**src/rtl/strop_pkg.sv**
```systemverilog
package strop_pkg;

   localparam logic [2:0] OP_MOVE  = 3'd0;
   localparam logic [2:0] OP_LOAD  = 3'd1;
   localparam logic [2:0] OP_STORE = 3'd2;
   localparam logic [2:0] OP_CMP   = 3'd3;
   localparam logic [2:0] OP_SCAN  = 3'd4;

   localparam logic [1:0] REP_NONE = 2'd0;
   localparam logic [1:0] REP_ALL  = 2'd1;
   localparam logic [1:0] REP_WEQ  = 2'd2;
   localparam logic [1:0] REP_WNE  = 2'd3;

   typedef enum logic [1:0] {
      ST_IDLE = 2'd0,
      ST_RDS  = 2'd1,
      ST_RDD  = 2'd2,
      ST_FIN  = 2'd3
   } strop_state_e;

   function automatic logic op_known(input logic [2:0] op);
      return op <= OP_SCAN;
   endfunction

   // first state of an iteration for a given operation
   function automatic strop_state_e entry_state(input logic [2:0] op);
      case (op)
         OP_STORE: return ST_FIN;
         OP_SCAN:  return ST_RDD;
         default:  return ST_RDS;
      endcase
   endfunction

endpackage

```
**src/rtl/strop_sizer.sv**
```systemverilog
module strop_sizer #(
   parameter int MAX_BYTES = 8
) (
   input  logic [1:0]               esize_i,
   output logic [MAX_BYTES-1:0]     lane_o,
   output logic [8*MAX_BYTES-1:0]   bits_o,
   output logic [8*MAX_BYTES-1:0]   sign_o,
   output logic [3:0]               nbytes_o
);
   localparam int LGB = $clog2(MAX_BYTES);

   logic [1:0] eff;

   // codes wider than the datapath clamp to the widest element
   assign eff      = (esize_i > 2'(LGB)) ? 2'(LGB) : esize_i;
   assign nbytes_o = 4'd1 << eff;

   for (genvar g = 0; g < MAX_BYTES; g++) begin : g_lane
      assign lane_o[g]        = 4'(g) < nbytes_o;
      assign bits_o[8*g +: 8] = {8{lane_o[g]}};
      assign sign_o[8*g +: 7] = '0;
      if (g == MAX_BYTES - 1) begin : g_top
         assign sign_o[8*g+7] = lane_o[g];
      end else begin : g_mid
         assign sign_o[8*g+7] = lane_o[g] & ~lane_o[g+1];
      end
   end

endmodule

```
**src/rtl/strop_ptr_step.sv**
```systemverilog
module strop_ptr_step #(
   parameter int ADDR_W = 16
) (
   input  logic [ADDR_W-1:0] ptr_i,
   input  logic [3:0]        nbytes_i,
   input  logic              dec_i,
   output logic [ADDR_W-1:0] ptr_o
);
   logic [ADDR_W-1:0] amt;

   assign amt   = ADDR_W'(nbytes_i);
   assign ptr_o = dec_i ? ptr_i - amt : ptr_i + amt;

endmodule

```
**src/rtl/strop_flags.sv**
```systemverilog
module strop_flags #(
   parameter int DW = 64
) (
   input  logic [DW-1:0] a_i,
   input  logic [DW-1:0] b_i,
   input  logic [DW-1:0] bits_i,
   input  logic [DW-1:0] sign_i,
   output logic          zf_o,
   output logic          cf_o,
   output logic          sf_o
);
   logic [DW:0] diff;

   assign diff = {1'b0, a_i & bits_i} - {1'b0, b_i & bits_i};
   assign zf_o = ((a_i ^ b_i) & bits_i) == '0;
   assign cf_o = diff[DW];
   assign sf_o = |(diff[DW-1:0] & sign_i);

endmodule

```
**src/rtl/strop_engine.sv**
```systemverilog
module strop_engine
   import strop_pkg::*;
#(
   parameter int ADDR_W    = 16,
   parameter int CNT_W     = 16,
   parameter int MAX_BYTES = 8
) (
   input  logic                   clk_i,
   input  logic                   rst_ni,
   input  logic                   start_i,
   input  logic [2:0]             op_i,
   input  logic [1:0]             esize_i,
   input  logic [1:0]             rep_i,
   input  logic                   dir_i,
   input  logic [ADDR_W-1:0]      si_i,
   input  logic [ADDR_W-1:0]      di_i,
   input  logic [CNT_W-1:0]       cx_i,
   input  logic [8*MAX_BYTES-1:0] acc_i,
   output logic                   busy_o,
   output logic                   done_o,
   output logic [ADDR_W-1:0]      si_o,
   output logic [ADDR_W-1:0]      di_o,
   output logic [CNT_W-1:0]       cx_o,
   output logic [8*MAX_BYTES-1:0] acc_o,
   output logic                   zf_o,
   output logic                   cf_o,
   output logic                   sf_o,
   output logic                   mem_rd_o,
   output logic                   mem_wr_o,
   output logic [ADDR_W-1:0]      mem_addr_o,
   output logic [MAX_BYTES-1:0]   mem_wbe_o,
   output logic [8*MAX_BYTES-1:0] mem_wdata_o,
   input  logic [8*MAX_BYTES-1:0] mem_rdata_i
);
   localparam int DW = 8 * MAX_BYTES;

   if (MAX_BYTES != 1 && MAX_BYTES != 2 && MAX_BYTES != 4 && MAX_BYTES != 8) begin : g_bad_bytes
      $error("strop_engine: MAX_BYTES must be 1, 2, 4 or 8");
   end
   if (ADDR_W < 4) begin : g_bad_addr
      $error("strop_engine: ADDR_W must be at least 4");
   end
   if (CNT_W < 1) begin : g_bad_cnt
      $error("strop_engine: CNT_W must be at least 1");
   end

   strop_state_e      state_q;
   logic [2:0]        op_q;
   logic [1:0]        sz_q;
   logic [1:0]        rep_q;
   logic              dir_q;
   logic [ADDR_W-1:0] si_q, di_q;
   logic [CNT_W-1:0]  cx_q;
   logic [DW-1:0]     acc_q, tmp_q;
   logic              zf_q, cf_q, sf_q, done_q;

   logic [MAX_BYTES-1:0] lane;
   logic [DW-1:0]        bits, sign;
   logic [3:0]           nbytes;
   logic                 zf_n, cf_n, sf_n;
   logic                 is_cmp, si_step, di_step, stop;
   logic [CNT_W-1:0]     cx_dec;
   logic [DW-1:0]        load_merge;
   logic [ADDR_W-1:0]    ptr_cur [2];
   logic [ADDR_W-1:0]    ptr_nxt [2];

   strop_sizer #(.MAX_BYTES(MAX_BYTES)) u_sizer (
      .esize_i  (sz_q),
      .lane_o   (lane),
      .bits_o   (bits),
      .sign_o   (sign),
      .nbytes_o (nbytes)
   );

   assign ptr_cur[0] = si_q;
   assign ptr_cur[1] = di_q;

   for (genvar p = 0; p < 2; p++) begin : g_step
      strop_ptr_step #(.ADDR_W(ADDR_W)) u_step (
         .ptr_i    (ptr_cur[p]),
         .nbytes_i (nbytes),
         .dec_i    (dir_q),
         .ptr_o    (ptr_nxt[p])
      );
   end

   strop_flags #(.DW(DW)) u_flags (
      .a_i    (tmp_q),
      .b_i    (mem_rdata_i),
      .bits_i (bits),
      .sign_i (sign),
      .zf_o   (zf_n),
      .cf_o   (cf_n),
      .sf_o   (sf_n)
   );

   assign is_cmp     = (op_q == OP_CMP) || (op_q == OP_SCAN);
   assign si_step    = (op_q == OP_MOVE) || (op_q == OP_LOAD) || (op_q == OP_CMP);
   assign di_step    = (op_q != OP_LOAD);
   assign cx_dec     = cx_q - CNT_W'(1);
   assign load_merge = (acc_q & ~bits) | (mem_rdata_i & bits);
   assign stop       = (rep_q == REP_NONE) || (cx_dec == '0) ||
                       (is_cmp && (((rep_q == REP_WEQ) && !zf_n) ||
                                   ((rep_q == REP_WNE) && zf_n)));

   // memory port decode
   assign mem_rd_o    = (state_q == ST_RDS) || (state_q == ST_RDD);
   assign mem_wr_o    = (state_q == ST_FIN) && ((op_q == OP_MOVE) || (op_q == OP_STORE));
   assign mem_addr_o  = (state_q == ST_RDS) ? si_q : di_q;
   assign mem_wbe_o   = lane;
   assign mem_wdata_o = (op_q == OP_MOVE) ? mem_rdata_i : acc_q;

   always_ff @(posedge clk_i or negedge rst_ni) begin
      if (!rst_ni) begin
         state_q <= ST_IDLE;
         op_q    <= '0;
         sz_q    <= '0;
         rep_q   <= '0;
         dir_q   <= 1'b0;
         si_q    <= '0;
         di_q    <= '0;
         cx_q    <= '0;
         acc_q   <= '0;
         tmp_q   <= '0;
         zf_q    <= 1'b0;
         cf_q    <= 1'b0;
         sf_q    <= 1'b0;
         done_q  <= 1'b0;
      end else begin
         done_q <= 1'b0;
         case (state_q)
            ST_IDLE: begin
               if (start_i) begin
                  op_q  <= op_i;
                  sz_q  <= esize_i;
                  rep_q <= rep_i;
                  dir_q <= dir_i;
                  si_q  <= si_i;
                  di_q  <= di_i;
                  cx_q  <= cx_i;
                  acc_q <= acc_i;
                  if (!op_known(op_i) || ((rep_i != REP_NONE) && (cx_i == '0))) begin
                     done_q <= 1'b1;
                  end else begin
                     state_q <= entry_state(op_i);
                  end
               end
            end
            ST_RDS: begin
               state_q <= (op_q == OP_CMP) ? ST_RDD : ST_FIN;
            end
            ST_RDD: begin
               // source element for compare, accumulator for scan
               tmp_q   <= (op_q == OP_CMP) ? mem_rdata_i : acc_q;
               state_q <= ST_FIN;
            end
            ST_FIN: begin
               if (op_q == OP_LOAD) acc_q <= load_merge;
               if (is_cmp) begin
                  zf_q <= zf_n;
                  cf_q <= cf_n;
                  sf_q <= sf_n;
               end
               if (si_step) si_q <= ptr_nxt[0];
               if (di_step) di_q <= ptr_nxt[1];
               if (rep_q != REP_NONE) cx_q <= cx_dec;
               if (stop) begin
                  state_q <= ST_IDLE;
                  done_q  <= 1'b1;
               end else begin
                  state_q <= entry_state(op_q);
               end
            end
            default: state_q <= ST_IDLE;
         endcase
      end
   end

   assign busy_o = (state_q != ST_IDLE);
   assign done_o = done_q;
   assign si_o   = si_q;
   assign di_o   = di_q;
   assign cx_o   = cx_q;
   assign acc_o  = acc_q;
   assign zf_o   = zf_q;
   assign cf_o   = cf_q;
   assign sf_o   = sf_q;

endmodule

```
**config.mk**
```make
export PLATFORM = sky130hd
export DESIGN_NAME = strop_engine
export DESIGN_NICKNAME = d
export VERILOG_FILES = /design/src/rtl/strop_pkg.sv /design/src/rtl/strop_sizer.sv /design/src/rtl/strop_ptr_step.sv /design/src/rtl/strop_flags.sv /design/src/rtl/strop_engine.sv
export SDC_FILE = /design/constraint.sdc
export NUM_CORES = 1
export LEC_CHECK = 0
export CELL_PAD_IN_SITES_DETAIL_PLACEMENT = 0
export CELL_PAD_IN_SITES_GLOBAL_PLACEMENT = 1
export CORE_ASPECT_RATIO = 1.25
export CORE_MARGIN = 1.5
export CORE_UTILIZATION = 37
export DETAILED_ROUTE_END_ITERATION = 8
export GPL_TIMING_DRIVEN = 0
export HOLD_SLACK_MARGIN = 0.12
export PLACE_DENSITY = 0.82
export SLEW_MARGIN = 10
export SYNTH_ARGS = -nofsm -noshare
export SYNTH_HDL_FRONTEND = slang
export SYNTH_SLANG_ARGS = --single-unit
```
**constraint.sdc**
```tcl
create_clock -name clk_i -period 5.64 [get_ports clk_i]
set_input_delay 1.41 -clock clk_i [delete_from_list [all_inputs] [get_ports clk_i]]
set_output_delay 1.41 -clock clk_i [all_outputs]
set_load 0.02 [all_outputs]
```
==> results.sh <==
export IMPL_outcome="finished, final reports clean"
export IMPL_p_leak_uw=0.00821
export IMPL_critPathLaunchType="flip-flop"
export IMPL_fp_dieH_um=224
export IMPL_maxCapViolCount=0
export IMPL_viasPerCell=5.62
export IMPL_fin_setup_tns_ps=0
export IMPL_rsz0062_at_grt="false"
export IMPL_final_area_sq_um=19700
export IMPL_die_area_sq_um=40200
export IMPL_wl_per_cell_um=20.5
export IMPL_start_util=0.377
export IMPL_relSlewSlack=0.304
export IMPL_drc=0
export IMPL_synth_area_sq_um=14400
export IMPL_place_congestion=0.926
export IMPL_yosysUniqueCellTypes=63
export IMPL_yosysWarnings=0
export IMPL_clock_skew_ps=8.34
export IMPL_clock_sinks=190
export IMPL_r2r_start="sz_q[1]"
export IMPL_synth_seq_cells=190
export IMPL_synthTopCellsByCount="dfrtp_1, a21oi_1, nand2_1"
export IMPL_hold_end="zf_o"
export IMPL_fin_nets=2354
export IMPL_num_rows=80
export IMPL_holdCritStartpoint="zf_o"
export IMPL_max_freq_mhz=197
export IMPL_ys_async_sr_fraction=1.00
export IMPL_cts_root_buf="clkbuf_16"
export IMPL_synth_top_family_by_area="compound AO/OA/AOI/OAI gates"
export IMPL_irDropWorstVdd_uv=332
export IMPL_hold_depth=2
export IMPL_grt_overflow=0
export IMPL_synth_xor_area_frac=0.0528
export IMPL_pin_count=394
export IMPL_crit_fanout=12
export IMPL_vias=14400
export IMPL_end_kind="flip-flop"
export IMPL_crit_type="reg -> reg"
export IMPL_finalCriticalPeriod_ps=5090
export IMPL_r2r_end="si_o[14]"
export IMPL_pre_cts_slack_ps=-437
export IMPL_dr_pass1_iters=5
export IMPL_hold_violations=0
export IMPL_slew_violations=0
export IMPL_drt_initial_drc_count=851
export IMPL_track_usage=0.256
export IMPL_synth_edf_count=0
export IMPL_grt_max_degree=100
export IMPL_dp_hpwl_mm=40.8
export IMPL_die_width_um=180
export IMPL_core_area_sq_um=38300
export IMPL_power_density_nw_per_um2=729
export IMPL_clk_latency_ps=460
export IMPL_netlist_area_leader_share=0.329
export IMPL_synth_nets=1939
export IMPL_drive_gt1_frac=0.0723
export IMPL_post_cts_buffers=0
export IMPL_ant_nets=0
export IMPL_synth_adder_area_share=0.0920
export IMPL_synth_area_leader_cell="dfrtp_1"
export IMPL_htreeDepth=4
export IMPL_placed_area_sq_um=19100
export IMPL_avgSynthCellArea_sq_um=8.77
export IMPL_cp_data_required_time_ps=6000
export IMPL_cts_tree="done"
export IMPL_synth_ff_type="dfrtp_1"
export IMPL_grt_pass1_wl_mm=81.3
export IMPL_worstMarginPinSlew_ps=1040
export IMPL_synth_cells=1647
export IMPL_rrSetupSlack_ps=550
export IMPL_port_buffers=393
export IMPL_ff2ff_path_depth=16
export IMPL_totalWireLength_mm=52.7
export IMPL_clk_pin_slew_ps=80
export IMPL_hold_path_class="reg -> reg"
export IMPL_finalWorstSetupSlack_ps=553
export IMPL_setup_violations=0
export IMPL_cts_hold_buf=0
export IMPL_clk_path_buf_depth=2
export IMPL_seq_area_frac_synth=0.329
export IMPL_first_global_vias=14400
export IMPL_synthMuxAreaShare=0.132
export IMPL_antenna_found_initial=5
export IMPL_synthSimpleGateAreaFrac=0.153
export IMPL_cts_buffers=17
export IMPL_synth_compound_area_frac=0.199
export IMPL_synth_area_top_cells="dfrtp_1, ha_1, mux2_2, a21oi_1, mux2i_1"
export IMPL_syn2layout_area_growth_pct=36.6
export IMPL_yosys_cell_count_top_type="dfrtp_1"
export IMPL_period_share=0.902
export IMPL_fin_util=0.514
export IMPL_worstPathArrival_ps=5450
-- routing by layer --
layer  wire length, um  up-vias  GRT usage
met1             22500     7038      0.314
met3              2010       78     0.0353
li1                  -     6900          -
met4              1450        2     0.0944
met5                10        -          0
met2             26800      423      0.455
-- cell type report --
type / count / area [sq um]
Buffer: 109 / 464
Fill cell: 3594 / 18600
Inverter: 34 / 128
Tap cell: 492 / 616
Sequential cell: 190 / 4750
Clock buffer: 21 / 470
Antenna cell: 4 / 10.0
Multi-Input combinational cell: 1313 / 9110
Timing Repair Buffer: 397 / 4000
Clock inverter: 11 / 175
-- report_power, final --
group / internal, uW / switching [uW] / total (uW)
sequential: 2050 / 817 / 2860
combinational: 4510 / 5620 / 10100
clock: 784 / 586 / 1370
total: 7350 / 7030 / 14400
-- how the worst max path moves through the flow --
stage,slack (ps),to,start,depth (start not counted)
final,550,si_o[14],sz_q[1],16
after global routing,130,si_o[14],sz_q[1],16
after CTS,30,si_o[14],sz_q[1],16
after detailed placement,-440,si_o[14],sz_q[1],16
after global placement,-5450,cx_o[4],rst_ni,1
after floorplan,1120,si_o[14],sz_q[1],16
-- critical path: stages (launching register included) --
cell	delay [ps]
dfrtp_1	390
clkbuf_1	280
nor2_4	320
clkinv_1	290
clkbuf_1	320
ha_1	250
nand2_1	80
clkbuf_2	280
nand2_2	300
ha_1	440
a2111oi_1	620
o21ai_0	250
a211oi_1	380
o21ai_0	250
a31oi_1	270
mux2i_1	200
nand2_1	60
-- what timing repair did --
action	4_1_cts	5_1_grt
gates resized for setup	2	4
pin swaps	0	0
setup endpoints to repair	7	7
-- through the flow --
stage                     hold slack (ps)  instances  power (uW)
final                                 479       2571       14400
after global routing                  510       2571       15500
after CTS                             486       2568       14400
after detailed placement              470       2536       13000
after global placement                464       2532       12800
after floorplan                       493       1647        9240
-- cell families (layout without fill, tap and decap cells) --
logic type,count (synthesis),in the layout
AND/OR/NAND/NOR,448,448
adder cells (fa/ha/maj),105,105
buffers and inverters,144,572
XOR/XNOR,87,87
multiplexers,180,180
other,0,4
flip-flops,190,190
AO/OA/AOI/OAI,493,493
-- cell usage in the layout (no fill, tap or decap), types with 18 or more instances in the layout --
master and n:
clkdlybuf4s50_1 392, mux2i_1 94, nand2_1 136, o22ai_1 136, nand3_1 31, a21oi_1 188, nor4_1 25, o21ai_0 86
mux2_2 86, nor2_1 105, and3_1 38, xor2_1 69, and2_1 29, xnor2_1 18, dfrtp_1 190, inv_1 32
ha_1 103, clkbuf_1 91
No activity file was read; power rests on OpenSTA's default activity.
